File: src/rtl/bcg_pkg.sv
package bcg_pkg;
    typedef enum logic [1:0] {
        SRC_REF     = 2'b00,
        SRC_EXT_A   = 2'b01,
        SRC_EXT_B   = 2'b10,
        SRC_REF_ALT = 2'b11
    } src_e;
endpackage

File: src/rtl/bcg_sync_edge.sv
module bcg_sync_edge #(
    parameter int   STAGES    = 2,
    parameter logic RESET_VAL = 1'b0,
    parameter bit   FALLING   = 1'b0
) (
    input  logic clk,
    input  logic rst_n,
    input  logic din,
    output logic edge_o
);
    localparam int SH_W = STAGES + 1;

    logic [SH_W-1:0] sh_d, sh_q;

    always_comb begin
        sh_d = {sh_q[SH_W-2:0], din};
    end

    always_ff @(posedge clk or negedge rst_n) begin
        if (!rst_n) sh_q <= {SH_W{RESET_VAL}};
        else        sh_q <= sh_d;
    end

    generate
        if (FALLING) begin : g_fall
            assign edge_o = ~sh_q[STAGES-1] & sh_q[STAGES];
        end else begin : g_rise
            assign edge_o = sh_q[STAGES-1] & ~sh_q[STAGES];
        end
    endgenerate
endmodule

File: src/rtl/bcg_prescale.sv
module bcg_prescale #(
    parameter int PRE_W = 4
) (
    input  logic clk,
    input  logic rst_n,
    input  logic clr,
    input  logic pre_on,
    input  logic src_tick,
    output logic pre_tick
);
    logic [PRE_W-1:0] cnt_d, cnt_q;

    assign pre_tick = src_tick & (~pre_on | (&cnt_q));

    always_comb begin
        cnt_d = cnt_q;
        if (clr || !pre_on)  cnt_d = '0;
        else if (src_tick)   cnt_d = cnt_q + 1'b1;
    end

    always_ff @(posedge clk or negedge rst_n) begin
        if (!rst_n) cnt_q <= '0;
        else        cnt_q <= cnt_d;
    end
endmodule

File: src/rtl/bcg_divider.sv
module bcg_divider #(
    parameter int DIV_W = 12
) (
    input  logic             clk,
    input  logic             rst_n,
    input  logic             clr,
    input  logic             pre_tick,
    input  logic [DIV_W-1:0] div_val,
    output logic             terminal,
    output logic             clk_o,
    output logic             tick_o
);
    typedef struct packed {
        logic [DIV_W-1:0] cnt;
        logic             oclk;
        logic             tick;
    } div_st_t;

    div_st_t st_d, st_q;

    assign terminal = pre_tick && (st_q.cnt == div_val);

    always_comb begin
        st_d = st_q;
        if (clr) begin
            st_d = '0;
        end else begin
            if (pre_tick) st_d.cnt = terminal ? '0 : st_q.cnt + 1'b1;
            st_d.tick = terminal;
            st_d.oclk = st_q.oclk ^ terminal;
        end
    end

    always_ff @(posedge clk or negedge rst_n) begin
        if (!rst_n) st_q <= '0;
        else        st_q <= st_d;
    end

    assign clk_o  = st_q.oclk;
    assign tick_o = st_q.tick;
endmodule

File: src/rtl/baud_clkgen.sv
module baud_clkgen #(
    parameter int DIV_W       = 12,
    parameter int PRE_W       = 4,
    parameter int SYNC_STAGES = 2
) (
    input  logic             clk,
    input  logic             rst_n,
    input  logic             cfg_en,
    input  logic [1:0]       cfg_src_sel,
    input  logic             cfg_pre16,
    input  logic [DIV_W-1:0] cfg_div,
    input  logic             cfg_autobaud,
    input  logic             rxd,
    input  logic             ext_clk_a,
    input  logic             ext_clk_b,
    output logic             baud_clk_o,
    output logic             baud_tick_o
);
    import bcg_pkg::*;

    localparam int N_EXT = 2;

    typedef struct packed {
        src_e             src;
        logic             pre;
        logic [DIV_W-1:0] div;
    } act_t;

    act_t act_d, act_q;

    logic [N_EXT-1:0] ext_in, ext_rise;
    logic             rx_fall, restart, clr, load;
    logic             src_tick, pre_tick, terminal;
    logic [1:0]       act_src;
    logic             act_pre;
    logic [DIV_W-1:0] act_div;

    assign ext_in = {ext_clk_b, ext_clk_a};

    generate
        for (genvar i = 0; i < N_EXT; i++) begin : g_ext
            bcg_sync_edge #(
                .STAGES(SYNC_STAGES), .RESET_VAL(1'b0), .FALLING(1'b0)
            ) u_sync (
                .clk(clk), .rst_n(rst_n), .din(ext_in[i]), .edge_o(ext_rise[i])
            );
        end
    endgenerate

    bcg_sync_edge #(
        .STAGES(SYNC_STAGES), .RESET_VAL(1'b1), .FALLING(1'b1)
    ) u_rx_sync (
        .clk(clk), .rst_n(rst_n), .din(rxd), .edge_o(rx_fall)
    );

    assign restart = cfg_en & cfg_autobaud & rx_fall;
    assign clr     = ~cfg_en | restart;
    assign load    = clr | terminal;

    always_comb begin
        unique case (act_q.src)
            SRC_EXT_A: src_tick = ext_rise[0];
            SRC_EXT_B: src_tick = ext_rise[1];
            default:   src_tick = 1'b1;
        endcase
    end

    always_comb begin
        act_d = act_q;
        if (load) begin
            act_d.src = src_e'(cfg_src_sel);
            act_d.pre = cfg_pre16;
            act_d.div = cfg_div;
        end
    end

    always_ff @(posedge clk or negedge rst_n) begin
        if (!rst_n) act_q <= '0;
        else        act_q <= act_d;
    end

    assign act_src = act_q.src;
    assign act_pre = act_q.pre;
    assign act_div = act_q.div;

    bcg_prescale #(.PRE_W(PRE_W)) u_pre (
        .clk(clk), .rst_n(rst_n), .clr(clr), .pre_on(act_pre),
        .src_tick(src_tick), .pre_tick(pre_tick)
    );

    bcg_divider #(.DIV_W(DIV_W)) u_div (
        .clk(clk), .rst_n(rst_n), .clr(clr), .pre_tick(pre_tick),
        .div_val(act_div), .terminal(terminal),
        .clk_o(baud_clk_o), .tick_o(baud_tick_o)
    );
endmodule

File: config.mk
export PLATFORM = sky130hd
export DESIGN_NAME = baud_clkgen
export DESIGN_NICKNAME = d
export VERILOG_FILES = /design/src/rtl/bcg_pkg.sv /design/src/rtl/bcg_sync_edge.sv /design/src/rtl/bcg_prescale.sv /design/src/rtl/bcg_divider.sv /design/src/rtl/baud_clkgen.sv
export SDC_FILE = /design/constraint.sdc
export NUM_CORES = 1
export LEC_CHECK = 0
export ABC_AREA = 1
export BUFFER_PORTS_ARGS = -buffer_cell sky130_fd_sc_hd__buf_2
export CORE_MARGIN = 2
export CORE_UTILIZATION = 30
export CTS_CLUSTER_DIAMETER = 80
export DETAILED_ROUTE_END_ITERATION = 6
export HOLD_SLACK_MARGIN = 0.1
export PLACE_DENSITY_LB_ADDON = 0.05
export SETUP_SLACK_MARGIN = 0.05
export SYNTH_ARGS = -nofsm -noshare
export SYNTH_HDL_FRONTEND = slang
export SYNTH_SLANG_ARGS = --single-unit
File: constraint.sdc
create_clock -name clk -period 2.5 [get_ports clk]
set_input_delay 0 -clock clk [delete_from_list [all_inputs] [get_ports clk]]
set_output_delay 0 -clock clk [all_outputs]
set_load 0.005 [all_outputs]
## Word-level counts from Yosys, hierarchy flattened

Cells that the tools add are included.

| storage, ports and cells | value |
|---|---|
| bits of input ports | 22 |
| output and inout bits | 2 |
| word-level logic and storage cells | 42 |
| bits in registers | 42 |

| cells by class | value |
|---|---|
| $add $sub $neg | 2 |
| mux-type cells | 6 |
| bitwise logic cells | 15 |
| equality and inequality tests | 3 |
| reduce and logical (&&, ||, !) cells | 6 |

Operator list:

| cell | count |
|---|---|
| $mux 12 | 2 |
| $mux 14 | 1 |
| $add 12x1->12 const B | 1 |
| $eq 12x12->1 | 1 |
| $mux 4 | 2 |
| $and 1x1->1 | 6 |
| $not 1->1 | 5 |
| $add 4x1->4 const B | 1 |
| $reduce_and 4->1 | 1 |
| $reduce_bool 2->1 | 2 |
| $or 1x1->1 | 3 |
| $eq 2x1->1 const B | 1 |
| $eq 2x2->1 const B | 1 |
| $pmux 1 s2 | 1 |
| $logic_and 1x1->1 | 1 |
| $logic_not 1->1 | 1 |
| $logic_or 1x1->1 | 1 |
| $xor 1x1->1 | 1 |

## Logic depth before layout (Yosys ltp)

| logic depth | value |
|---|---|
| word-level depth | 8 |
| gate-level depth with buffers | 12 |
| mapped depth without buffers | 10 |

## By module

A second synthesis with hierarchy kept.

| second synthesis, totals | value |
|---|---|
| cell total of the unflattened synthesis | 311 |
| area, all modules | 2397.3 um^2 |

By module, submodules not included:

| module | cells an instance | area an instance (um^2) | instances | sequential area each (um^2) |
|---|---|---|---|---|
| bcg_divider | 193 | 1202.4 | 1 | 350.3 |
| baud_clkgen | 76 | 729.4 | 1 | 375.4 |
| bcg_prescale | 27 | 206.4 | 1 | 100.1 |
| bcg_sync_edge (g_ext[0].u_sync ...) | 5 | 85.1 | 2 | 75.1 |
| bcg_sync_edge (u_rx_sync) | 5 | 88.8 | 1 | 78.8 |

## Least setup slack after synthesis

No wires, ideal clock.

| path | value |
|---|---|
| path type | register -> register |
| start point | reg act_q, in the netlist act_src[0] |
| end point | reg u_div.st_q, in the netlist u_div.clk_o |
| data required time | 2.382 ns |
| data arrival time | 1.487 ns |
| path buffers | 1 |
| path slack | 0.895 ns |
| stages on the path, launching flop included | 11 |
| setup time | 0.118 ns |
| period minus slack after synthesis | 1.605 ns |
| cells stage by stage | dfrtp_1 > inv_1 > ha_1 > inv_1 > nand3_2 > nand2_1 > inv_1 > nand3_4 > buf_2 > nand3_1 > nand2_1 |

RTL lines:

| what | RTL line | RTL |
|---|---|---|
| start: declaration | baud_clkgen.sv:29 | `act_t act_d, act_q;` |
| start signal: assignment | baud_clkgen.sv:79 | `else act_q <= act_d;` |
| end signal: assignment | bcg_divider.sv:36 | `else st_q <= st_d;` |
| end: declaration | bcg_divider.sv:19 | `div_st_t st_d, st_q;` |

## Worst setup path in the final report

| path | value |
|---|---|
| start point | reg act_q, in the netlist act_src[0] |
| end point | reg u_div.st_q[8] (netlist name) |

| on the way | value |
|---|---|
| longest elaborated chain between the ends | 7 |
| elaborated cells between the ends (all ways) | 9 |
| those cells by class | eq/ne (2); mux (4); bitwise (1); reduce/logical (2) |

Ends and longest elaborated chain:

| what | RTL line | RTL |
|---|---|---|
| $eq 2x2->1 or $eq 2x1->1 (tied branches) | baud_clkgen.sv:61 | `unique case (act_q.src)` |
| $pmux 1 s2 (*) | baud_clkgen.sv:61 |  |
| $and 1x1->1 (*) | bcg_prescale.sv:13 | `assign pre_tick = src_tick & (~pre_on \| (&cnt_q));` |
| $logic_and 1x1->1 | bcg_divider.sv:21 | `assign terminal = pre_tick && (st_q.cnt == div_val);` |
| $mux 12 (2 in a row) | bcg_divider.sv:28 | `if (pre_tick) st_d.cnt = terminal ? '0 : st_q.cnt + 1'b1;` |
| $mux 14 | bcg_divider.sv:25 | `if (clr) begin` |

Mark *: on every way between the ends. The rest lies on a longest branch, timed or not. The select of a mux whose other input is x is not followed.
A chain may end at the register's enable or synchronous reset.

==> results.cfg <==
[clock_tree]
cts-root-buf = clkbuf_8
cts_buffers = 5
cts_resized = 0
cts.clk_slew.worst_paths_ns = 0.09
cts_max_level = 2
cts_setup_buffers = 0
cts.path.max_buffers = 2
cts_tree = built
cts.sinks = 42
clock_latency_ns = 0.30

[floorplanning]
io_pins = 24
fp.dieH_um = 90.6
initial_core_util = 0.310
core_area_um2 = 7250
row_count = 31
dieArea_um2 = 8210
die_x_um = 90.6

[routing]
postRouteAntennaNets = 0
viasPerCell = 4.26
drcViolationCount = 0
wire_per_inst_um = 11.3
routed_wl_mm = 5.17
dr.pass1.iters = 4
vias = 1950
drt_iter0_markers = 54

[place]
place_congestion = 0.786
io_buffers = 23
hpwl_mm = 3.64

[power]
p_int_w = 0.00121
p_sw_w = 0.000425
p_sw_frac = 0.260
comb_power_share = 0.134
pwr_density_cell_nw_per_um2 = 582
p_seq_frac = 0.461
ir_drop_mv = 0.324
leakage_nw = 1.46
power.share.clock = 0.405

[critical_path]
crit_slowest_cell = dfrtp_1
crit_arrival_ns = 2.10
path_buf_inv = 4
critPathMaxStageDelay_ns = 0.40
critPathTopFamily = simple AND/OR/NAND/NOR gates
ff2ff_setup_slack_ns = 0.64
crit_top_cell = inv_1
crit_fanout = 11
reg2reg_from = act_src[0]$_DFFE_PN0P_
cp-startpoint = act_src[0]$_DFFE_PN0P_
critical_path.cell_chain = inv_1 -> ha_1 -> inv_1 -> nand3_2 -> nand2_1 -> inv_1 -> nand3_4 -> buf_4 -> nand3_1 -> nor2_1
critical_path.startpoint_type = flip-flop
critical_path_required_ns = 2.74
setup.worst_path.class = flip-flop to flip-flop
cp-end-kind = flip-flop

[global_routing]
grt_max_degree = 43
use_met1 = 0.180
use_met3 = 0.0234
busiest_layer = met2
antenna_found_initial = 0
grt-ovfl-total = 0
track_usage = 0.136
grt_util_met2 = 0.233
grt_pass1_vias = 1929
grt_pass1_wl_mm = 9.09

[yosys]
ys_ff_latch = 42
avgSynthCellArea_um2 = 7.23
synth_cell_types = 25
syn_area_um2 = 2250
ys_seq_area_frac = 0.469
yosys_warnings = 0
synth_nets = 337
syn_inst = 311

[timing]
period_minus_slack_ns = 1.86
fmax_mhz = 536
tightest_slew_ns = 0.979
post-route-period-util = 0.746
hold_slack_ns = 0.243
skew_ns = 0.00481
rsz0062_at_grt = false
tns_ns = 0
hold_viol = 0
maxSlewHeadroom = 0.347
slew_viol_final = 0
setup_viol = 0

[min_path]
hp-start = cfg_autobaud
worstHoldPathType = input port to flip-flop

[flow_run]
maxCapViolCount = 0

[cells_and_area]
drive_gt1_frac = 0.131
mostFrequentLayoutCell = nand2_1
layout_common_cells = nand2_1 (134), dfrtp_1 (39), inv_1 (33), nand3_1 (30), nor2_1 (27)
nNetsFinal = 384
n_fill_cell = 782
antennaDiodeCount = 0
synthToLayoutAreaGrowth_pct = 25.0

[outcome]
status = finished, final reports clean
==> cell type report <==
cell class / instances / area (um^2) / area share
clock buffer: 5 / 68.8 / 0.0245
clock inverter: 3 / 68.8 / 0.0245
inverter: 39 / 146 / 0.0521
multi-input combinational: 223 / 1000 / 0.356
sequential: 42 / 1050 / 0.375
tap: 99 / 124 / 0.0441
timing repair buffer: 47 / 348 / 0.124
==> synth_stat cells <==
| library cell | number | area share |
|---|---|---|
| nand2_1 | 134 | 0.22 |
| dfrtp_1 | 39 | 0.43 |
| inv_1 | 33 | 0.055 |
| nand3_1 | 30 | 0.067 |
| nor2_1 | 27 | 0.045 |
| nand4_1 | 7 | 0.019 |
| inv_2 | 6 | 0.010 |
| a21oi_1 | 5 | 0.011 |
| ha_1 | 4 | 0.022 |
| dfstp_2 | 3 | 0.035 |
| nand3b_1 | 3 | 0.010 |
| o21ai_0 | 3 | 0.0067 |
| buf_1 | 2 | 0.0033 |
| buf_2 | 2 | 0.0044 |
| buf_6 | 2 | 0.010 |
| xnor2_1 | 2 | 0.0078 |
| and3_1 | 1 | 0.0028 |
| buf_4 | 1 | 0.0033 |
| nand2_4 | 1 | 0.0050 |
| nand3_2 | 1 | 0.0044 |
| nand3_4 | 1 | 0.0078 |
| nor2_2 | 1 | 0.0028 |
| nor3_1 | 1 | 0.0022 |
| o21a_1 | 1 | 0.0033 |
| xor2_1 | 1 | 0.0039 |
==> kinds of logic after synthesis <==
group,after synthesis,synth area share
fa+ha+maj,4,0.0222
simple gates,207,0.390
flops,42,0.469
buf+inv,46,0.0862
compound gates,9,0.0211
xor+xnor,3,0.0117
==> timing repair <==
action | CTS | global route
hold buffers | 21 | 0
endpoints found under the hold margin | 58 | 0
setup endpoints to repair | 0 | 0
==> path summary, 6_finish.rpt <==
kind                                                      to  cells past startpoint
setup / recovery                   u_div.st_q[8]$_DFFE_PN0P_                     10
hold / removal                     u_div.st_q[8]$_DFFE_PN0P_                      6
setup reg to reg                   u_div.st_q[8]$_DFFE_PN0P_                     10
hold reg to reg            g_ext[0].u_sync.sh_q[1]$_DFF_PN0_                      0
max in group asynchronous          u_div.st_q[2]$_DFFE_PN0P_                      2
min in group asynchronous             act_div[6]$_DFFE_PN0P_                      2
==> registers in the layout, indices dropped and copies added (netlist names) <==
| name | count |
|---|---|
| g_ext.u_sync.sh_q | 6 |
| u_div.st_q | 12 |
| act_src | 2 |
| u_rx_sync.sh_q | 3 |
| u_div.clk_o | 1 |
| u_div.tick_o | 1 |
| act_div | 12 |
| act_pre | 1 |
| u_pre.cnt_q | 4 |
==> per-stage QoR <==
step | setup WS (ns) | area [um^2] | total power, W | cells | util
global route | 0.398 | 2810 | 0.00172 | 458 | 0.388
CTS | 0.582 | 2810 | 0.00167 | 458 | 0.388
detailed placement | 0.610 | 2460 | 0.000968 | 429 | 0.340
global placement | 0.686 | 2460 | 0.000968 | 429 | 0.340
finish | 0.636 | 2810 | 0.00164 | 458 | 0.388
floorplan | 0.895 | 2250 | 0.000895 | 311 | -
==> worst register-to-register path: cells and delay by family, from the launching register on <==
kind / cells / cell delay [ns]
buf+inv: 4 / 0.49
simple gates: 5 / 0.64
fa+ha+maj: 1 / 0.29
flops: 1 / 0.40
==> layer usage <==
metal	share of wire	vias to the layer above
met3	0.026	4
li1	-	1051
met1	0.49	869
met4	0.0083	0
met5	0	-
met2	0.47	26
==> power by group through the flow <==
stage	logic (W)	clock network, W	registers (W)
after global routing	0.000256	0.000701	0.000761
after detailed placement	0.000199	0	0.000769
after global placement	0.000199	0	0.000769
final	0.000219	0.000662	0.000754
after floorplan	0.000138	0	0.000758
after CTS	0.000226	0.000686	0.000755
Note: power is estimated with default switching activity, not from simulation.
